<file path="config.mk">
export PLATFORM = sky130hd
export DESIGN_NAME = lfw_first_word
export DESIGN_NICKNAME = d
export VERILOG_FILES = /design/src/rtl/lfw_pkg.sv /design/src/rtl/lfw_classify.sv /design/src/rtl/lfw_step_table.sv /design/src/rtl/lfw_emit_reg.sv /design/src/rtl/lfw_first_word.sv
export SDC_FILE = /design/constraint.sdc
export NUM_CORES = 1
export LEC_CHECK = 0
export BUFFER_PORTS_ARGS = -buffer_cell sky130_fd_sc_hd__buf_2
export CELL_PAD_IN_SITES_DETAIL_PLACEMENT = 0
export CELL_PAD_IN_SITES_GLOBAL_PLACEMENT = 1
export CORE_UTILIZATION = 37
export DETAILED_ROUTE_END_ITERATION = 10
export PLACE_DENSITY_LB_ADDON = 0.08
export SLEW_MARGIN = 20
export SYNTH_ARGS = -nofsm -noshare
export SYNTH_HDL_FRONTEND = slang
export SYNTH_SLANG_ARGS = --single-unit
</file>
<file path="constraint.sdc">
create_clock -name clk -period 3.93 [get_ports clk]
set_input_delay 0.5895 -clock clk [delete_from_list [all_inputs] [get_ports clk]]
set_output_delay 0.5895 -clock clk [all_outputs]
set_load 0.02 [all_outputs]
</file>
<file path="src/rtl/lfw_pkg.sv">
package lfw_pkg;

    typedef enum logic [1:0] {
        LFW_START = 2'd0,
        LFW_WORD  = 2'd1,
        LFW_PAST  = 2'd2
    } lfw_state_e;

    typedef enum logic [1:0] {
        CLS_SPACE   = 2'd0,
        CLS_NEWLINE = 2'd1,
        CLS_OTHER   = 2'd2
    } lfw_class_e;

    localparam int unsigned LFW_NUM_STATES  = 3;
    localparam int unsigned LFW_NUM_CLASSES = 3;
    localparam int unsigned LFW_TABLE_SIZE  = LFW_NUM_STATES * LFW_NUM_CLASSES;

    typedef struct packed {
        lfw_state_e next;
        logic       keep;
    } lfw_step_t;

    // Transition rule for one (state, class) pair.
    function automatic lfw_step_t lfw_step(lfw_state_e st, lfw_class_e cl);
        lfw_step_t r;
        r.next = st;
        r.keep = 1'b0;
        if (cl == CLS_NEWLINE) begin
            r.next = LFW_START;
            r.keep = 1'b1;
        end else begin
            case (st)
                LFW_START: begin
                    if (cl == CLS_OTHER) begin
                        r.next = LFW_WORD;
                        r.keep = 1'b1;
                    end
                end
                LFW_WORD: begin
                    if (cl == CLS_SPACE) r.next = LFW_PAST;
                    else                 r.keep = 1'b1;
                end
                default: begin
                    r.next = LFW_PAST;
                end
            endcase
        end
        return r;
    endfunction

endpackage

</file>
<file path="src/rtl/lfw_classify.sv">
module lfw_classify
    import lfw_pkg::*;
#(
    parameter int unsigned    DATA_W       = 8,
    parameter logic [DATA_W-1:0] SPACE_CODE   = 8'h20,
    parameter logic [DATA_W-1:0] NEWLINE_CODE = 8'h0A,
    parameter logic [DATA_W-1:0] TAB_CODE     = 8'h09,
    parameter logic [DATA_W-1:0] CR_CODE      = 8'h0D,
    parameter bit             TAB_IS_SPACE = 1'b0,
    parameter bit             CR_IS_SPACE  = 1'b0
) (
    input  logic [DATA_W-1:0] sym,
    output lfw_class_e        cls
);
    logic hit_space;
    logic hit_tab;
    logic hit_cr;
    logic hit_nl;

    assign hit_space = (sym == SPACE_CODE);
    assign hit_nl    = (sym == NEWLINE_CODE);

    generate
        if (TAB_IS_SPACE) begin : g_tab_sp
            assign hit_tab = (sym == TAB_CODE);
        end else begin : g_tab_other
            assign hit_tab = 1'b0;
        end
        if (CR_IS_SPACE) begin : g_cr_sp
            assign hit_cr = (sym == CR_CODE);
        end else begin : g_cr_other
            assign hit_cr = 1'b0;
        end
    endgenerate

    always_comb begin
        if (hit_nl)                           cls = CLS_NEWLINE;
        else if (hit_space | hit_tab | hit_cr) cls = CLS_SPACE;
        else                                  cls = CLS_OTHER;
    end
endmodule

</file>
<file path="src/rtl/lfw_step_table.sv">
module lfw_step_table
    import lfw_pkg::*;
(
    input  lfw_state_e cur,
    input  lfw_class_e cls,
    output lfw_step_t  step
);
    localparam int unsigned IDX_W = $clog2(LFW_TABLE_SIZE);

    lfw_step_t table_q [LFW_TABLE_SIZE];

    generate
        for (genvar s = 0; s < LFW_NUM_STATES; s++) begin : g_st
            for (genvar c = 0; c < LFW_NUM_CLASSES; c++) begin : g_cl
                assign table_q[s*LFW_NUM_CLASSES + c] =
                    lfw_step(lfw_state_e'(s), lfw_class_e'(c));
            end
        end
    endgenerate

    logic [IDX_W-1:0] idx;
    logic             legal;

    assign legal = (cur != 2'd3) && (cls != 2'd3);
    assign idx   = IDX_W'(cur) * IDX_W'(LFW_NUM_CLASSES) + IDX_W'(cls);

    always_comb begin
        if (legal) begin
            step = table_q[idx];
        end else begin
            step.next = LFW_START;
            step.keep = 1'b0;
        end
    end
endmodule

</file>
<file path="src/rtl/lfw_emit_reg.sv">
module lfw_emit_reg #(
    parameter int unsigned DATA_W = 8
) (
    input  logic              clk,
    input  logic              rst,
    input  logic              fire,
    input  logic [DATA_W-1:0] sym,
    output logic              out_valid,
    output logic [DATA_W-1:0] out_data
);
    always_ff @(posedge clk) begin
        if (rst) begin
            out_valid <= 1'b0;
            out_data  <= '0;
        end else begin
            out_valid <= fire;
            if (fire) out_data <= sym;
        end
    end


    emit_latency_chk: assert property (@(posedge clk) disable iff (rst)
        fire |=> (out_valid && out_data == $past(sym)));
endmodule

</file>
<file path="src/rtl/lfw_first_word.sv">
module lfw_first_word
    import lfw_pkg::*;
#(
    parameter int unsigned    DATA_W       = 8,
    parameter logic [DATA_W-1:0] SPACE_CODE   = 8'h20,
    parameter logic [DATA_W-1:0] NEWLINE_CODE = 8'h0A,
    parameter bit             TAB_IS_SPACE = 1'b0,
    parameter bit             CR_IS_SPACE  = 1'b0
) (
    input  logic              clk,
    input  logic              rst,
    input  logic              in_valid,
    input  logic [DATA_W-1:0] in_data,
    output logic              out_valid,
    output logic [DATA_W-1:0] out_data
);
    lfw_state_e state_q;
    lfw_class_e cls;
    lfw_step_t  step;
    logic       fire;

    lfw_classify #(
        .DATA_W      (DATA_W),
        .SPACE_CODE  (SPACE_CODE),
        .NEWLINE_CODE(NEWLINE_CODE),
        .TAB_CODE    (DATA_W'(8'h09)),
        .CR_CODE     (DATA_W'(8'h0D)),
        .TAB_IS_SPACE(TAB_IS_SPACE),
        .CR_IS_SPACE (CR_IS_SPACE)
    ) u_classify (
        .sym(in_data),
        .cls(cls)
    );

    lfw_step_table u_table (
        .cur (state_q),
        .cls (cls),
        .step(step)
    );

    assign fire = in_valid & step.keep;

    always_ff @(posedge clk) begin
        if (rst)           state_q <= LFW_START;
        else if (in_valid) state_q <= step.next;
    end

    lfw_emit_reg #(.DATA_W(DATA_W)) u_emit (
        .clk      (clk),
        .rst      (rst),
        .fire     (fire),
        .sym      (in_data),
        .out_valid(out_valid),
        .out_data (out_data)
    );


    reset_start_chk: assert property (@(posedge clk)
        rst |=> (state_q == LFW_START && !out_valid));


    newline_fwd_chk: assert property (@(posedge clk) disable iff (rst)
        (in_valid && cls == CLS_NEWLINE) |=> (out_valid && state_q == LFW_START));


    lead_space_chk: assert property (@(posedge clk) disable iff (rst)
        (in_valid && state_q == LFW_START && cls == CLS_SPACE) |=>
        (!out_valid && state_q == LFW_START));


    word_end_chk: assert property (@(posedge clk) disable iff (rst)
        (in_valid && state_q == LFW_WORD && cls == CLS_SPACE) |=>
        (!out_valid && state_q == LFW_PAST));


    past_drop_chk: assert property (@(posedge clk) disable iff (rst)
        (in_valid && state_q == LFW_PAST && cls != CLS_NEWLINE) |=>
        (!out_valid && state_q == LFW_PAST));


    idle_quiet_chk: assert property (@(posedge clk) disable iff (rst)
        !in_valid |=> (!out_valid && $stable(state_q)));
endmodule

</file>
======== Word-level counts from Yosys, hierarchy flattened ========
Memories as Yosys holds them, arrays and structs flattened.
Index checks and enable logic that the tools add are counted.
word-level totals
  register bits after elaboration ......... 11
  memory bits (read-only) ................. 48
  input port bits ......................... 11
  output and inout port bits .............. 9
  word-level logic and storage cells ...... 19
  memories ................................ 1
operators by class
  $add $sub $neg .......................... 1
  $mul .................................... 1
  order comparisons ....................... 1
  equality and inequality tests ........... 4
  multiplexer cells ....................... 5
  bitwise logic cells ..................... 2
  reduce and logical (&&, ||, !) cells .... 1
memory list
  memory           words  width  read ports  clocked after Yosys merged registers in  wr ports  RTL line              RTL
  (no name shown)  16     3      1           0                                        0         lfw_step_table.sv:29  step = table_q[idx];
operators by type and width
  kind                                                                number
  3-bit two-way mux                                                   3
  8-bit by 4-bit == test with 1-bit output, second input constant     1
  8-bit by 6-bit == test with 1-bit output, second input constant     1
  5-bit >= comparator, second input constant                          1
  4-bit NOT with 5-bit output                                         1
  4-bit by 2-bit adder with 4-bit output                              1
  2-bit by 2-bit multiplier with 4-bit output, second input constant  1
  2-bit two-way mux                                                   2
  2-bit != test, second input constant                                2
  1-bit AND                                                           1
  1-bit logical AND                                                   1

======== Logic depth before layout (Yosys ltp) ========
  depth after elaboration ................. 10
  mapped depth ............................ 11
  depth with buffers taken out ............ 11

======== Hierarchy ========
From an unflattened synthesis, not the netlist that was laid out.
second synthesis, totals
  cell total of the unflattened synthesis .. 61
  area total of the unflattened synthesis .. 641.9 um2
by module, submodules not included
  module          times used  cells an instance  area each (um2)  seq. area each (um2)
  lfw_emit_reg    1           28                 312.8            180.2
  lfw_step_table  1           20                 205.2            0.0
  lfw_first_word  1           7                  75.1             40.0
  lfw_classify    1           6                  48.8             0.0

======== Least setup slack after synthesis ========
OpenSTA, ideal clock, no wires.
  path kind ............................... input -> register
  start point ............................. input port in_data[3]
  end point ............................... register u_emit.out_data[0]
  setup time .............................. 0.072 ns
  arrival time ............................ 3.371 ns
  data required time ...................... 3.858 ns
  setup slack ............................. 0.487 ns
  stages .................................. 10
  path buffers ............................ 0
  cell sequence ........................... or3b_2 -> a21oi_1 -> fa_1 -> inv_1 -> ha_1 -> inv_1 -> fa_1 -> nor2b_2 -> a2111oi_4 -> mux2i_1
on the way
  word-level cells in the longest chain between the ends .. 10
  elaborated cells between the ends (all ways) .. 13
  those cells by class .................... add/sub: 1; eq/ne: 3; mux: 5; bitwise: 2; reduce/logical: 1; memory: 1
ends and longest elaborated chain
  item                                                   RTL line              RTL
  start: declaration                                     lfw_first_word.sv:13  input logic [DATA_W-1:0] in_data,
  8-bit by 6-bit == test with 1-bit output               lfw_classify.sv:20    assign hit_space = (sym == SPACE_CODE);
  2-bit two-way mux                                      lfw_classify.sv:38    else if (hit_space | hit_tab | hit_cr) cls = CLS_SPACE;
  2-bit two-way mux *                                    lfw_classify.sv:37    if (hit_nl) cls = CLS_NEWLINE;
  4-bit by 2-bit adder with 4-bit output                 lfw_step_table.sv:25  assign idx = IDX_W'(cur) * IDX_W'(LFW_NUM_CLASSES) + IDX_W'(cls);
  4-bit NOT with 5-bit output (not written as such)      lfw_step_table.sv:29
  memory 16 x 3 bit                                      -
  3-bit two-way mux (not written as such) (2 in series)  lfw_step_table.sv:29
  3-bit two-way mux *                                    lfw_step_table.sv:28  if (legal) begin
  1-bit AND *                                            lfw_first_word.sv:41  assign fire = in_valid & step.keep;
  end signal: assignment                                 lfw_emit_reg.sv:17    if (fire) out_data <= sym;
  end: declaration                                       lfw_emit_reg.sv:9     output logic [DATA_W-1:0] out_data
Mark *: on every way between the ends. The rest lies on a longest branch, timed or not. The select of a mux whose other input is x is not followed.
A chain may end at the register's enable or synchronous reset.

======== Worst setup path in the final report ========
Same ends and word-level chain as after synthesis.

==> results.yml <==
outcome:
  status: "finished, final reports clean"
clocking:
  root_buffer: "clkbuf_4"
  cts_setup_buffers: 0
  clock_sinks: 11
  cts_max_path_buffers: 2
  clk_pin_slew_worst_paths_ps: 70
  clk-insertion-delay-late_ps: 260
  cts_hold_buffers: 0
  cts.repair.resized: 0
  htree_levels: 1
  cts_tree: "done"
  numCtsBuffers: 3
sta:
  period_share: 0.8522
  rsz0062_at_grt: "false"
  period_needed_ps: 3349
  finalSetupViolCount: 0
  hold_viol: 0
  clock_skew_ps: 4.524
  setup_tns_ps: 0
  relSlewSlack: 0.7398
  timing.final.max_slew_violations: 0
  fmax_mhz: 298.6
  setup_slack_ps: 580.9
  tightest_slew_ps: 390.3
worst_setup_path:
  startpoint_type: "primary input"
  end_kind: "register"
  path_max_fanout: 7
  rr_endpoint: "u_emit.out_data[0]$_SDFFE_PP0P_"
  critical_path_required_ps: 4120
  r2r_slack_ps: 1150
  reg2regPathDepth: 10
  r2r-start: "state_q[0]$_SDFFE_PP0P_"
  critPathArrivalTime_ps: 3540
  critPathLaunch: "in_data[3]"
  crit_type: "in -> reg"
hold_path:
  worstHoldStart: "u_emit.out_data[3]$_SDFFE_PP0P_"
  min_path_type: "reg -> reg"
  min_to: "u_emit.out_data[3]$_SDFFE_PP0P_"
  min_path_cells: 2
synthesis:
  syn_nets: 87
  syn_area_um2: 680.7
  yosysTopAreaCell: "dfxtp_1"
  yosys.cell_count.top_type: "nand2b_1"
  synth_edf_count: 0
  synth_area_leaders: "dfxtp_1 32%, nand2b_1 15%, mux2i_1 13%"
  synthTopCellsByCount: "16 x nand2b_1, 11 x dfxtp_1, 9 x mux2i_1"
  ys_ff_latch: 11
  synthArstFlopShare: 0
  ys_types: 20
  seq_area_frac_synth: 0.3235
  synth_top_area_share: 0.3235
  synth_warnings: 0
  ys.flop_type: "dfxtp_1"
  syn_avg_cell_area_um2: 10.01
  syn_inst: 68
placed_design:
  dp_hpwl_um: 898.6
  dp_slack_ps: 262.2
  gp_congestion: 0.6940
  portBuffers: 19
route:
  viasPerCell: 4.417
  dr.pass1.iters: 4
  wl_per_cell_um: 9.583
  via_count: 508
  drt-total-wl_um: 1102
  ant_nets: 0
  drc: 0
  drt-initial-drc-count: 6
global_route:
  grt_pass1_wl_um: 1918
  grt_use_total: 0.1339
  antenna_found_initial: 0
  grt_pass1_vias: 436
  grt-ovfl-total: 0
  grt_start_max_net_pins: 20
final_layout:
  n_antenna_cell: 0
  syn_to_final_growth_pct: 22.43
  drive_gt1_frac: 0.3000
  nets: 110
  n_fill_cell: 180
power_and_ir_drop:
  ir_drop_v: 0.0002598
  p_total_w: 0.0004787
  p_per_area_nw_per_um2: 574.5
  p_leak_nw: 0.3784
floorplanning:
  core_area_um2: 1727
  die_w_um: 44.89
  die-area_um2: 2015
  ios: 20
  rows: 15
  start_util: 0.3942
  die_h_um: 44.89
job:
  cap_viol_max_count: 0
-- through the flow --
step                instance area, um2  hold slack [ps]  utilization  instances
floorplan                        680.7            496.2            -         68
global placement                 807.0            456.7       0.4674        111
detailed placement               807.0            458.0       0.4674        111
CTS                              833.3            475.0       0.4826        115
global route                     833.3            498.9       0.4826        115
finish                           833.3            471.6       0.4826        115
-- worst max-delay path, cell delays in order --
cell and delay, ps:
buf_2 110, or3b_2 450, a21oi_1 180, fa_1 420, inv_1 60, ha_1 130, inv_1 50, fa_1 620
nor2b_2 90, a2111oi_4 390, buf_4 250, mux2i_1 190
-- per-layer routing --
metal,part of all wire,vias to the layer above,track usage
met1,0.51,226,0.1852
met5,0,-,0
li1,-,269,-
met3,0.052,2,0.03600
met4,0.011,0,0.07273
met2,0.43,11,0.1882
-- registers in the layout (all words and copies together), names as in the netlist --
name / flops
state_q: 2
u_emit.out_data: 8
u_emit.out_valid: 1
-- worst max-delay path by stage --
stage                                      end  slack (ps)
4_1_cts        u_emit.out_data[5]$_SDFFE_PP0P_         550
6_report       u_emit.out_data[0]$_SDFFE_PP0P_         580
2_1_floorplan  u_emit.out_data[0]$_SDFFE_PP0P_         490
3_5_place_dp   u_emit.out_data[3]$_SDFFE_PP0P_         260
5_1_grt        u_emit.out_data[5]$_SDFFE_PP0P_         420
3_3_place_gp   u_emit.out_data[4]$_SDFFE_PP0P_         290
-- power by group --
group	internal [W]	switching (W)	leakage, nW	total (W)
Clock	0.0000392	0.0000367	0.0150	0.0000758
Sequential	0.000142	0.0000148	0.0903	0.000157
Combinational	0.000113	0.000133	0.273	0.000246
Total	0.000294	0.000185	0.378	0.000479
-- placed cells by master, fill, tap and decap left out --
cell	n
a2111oi_4	1
buf_4	1
nor2b_2	1
mux2i_1	9
o32a_1	1
a21oi_1	1
inv_1	6
a2111oi_0	1
nand2b_1	16
nor2_1	4
a211oi_1	1
clkbuf_4	3
nand3b_1	1
or3b_2	1
dfxtp_1	11
nand2_1	1
ha_1	6
fa_1	2
clkbuf_1	1
buf_2	19
nor3_1	1
nand2_4	1
nor2b_1	1
-- logic make-up (layout without fill, tap and decap cells) --
family / Yosys count / count (layout) / synth area share
buf+inv: 8 / 30 / 0.04412
fa+ha+maj: 8 / 8 / 0.1691
mux: 9 / 9 / 0.1324
compound gates: 5 / 5 / 0.08640
simple gates: 27 / 27 / 0.2445
flops: 11 / 11 / 0.3235
-- layout make-up --
type,instances,area [um2],share of cell area
Multi-Input combinational cell,49,430.4,0.5165
Sequential cell,11,220.2,0.2643
Timing Repair Buffer,20,102.6,0.1231
Tap cell,25,31.28,0.03754
Clock buffer,4,26.28,0.03153
Inverter,6,22.52,0.02703
(Power assumes the default switching activity.)
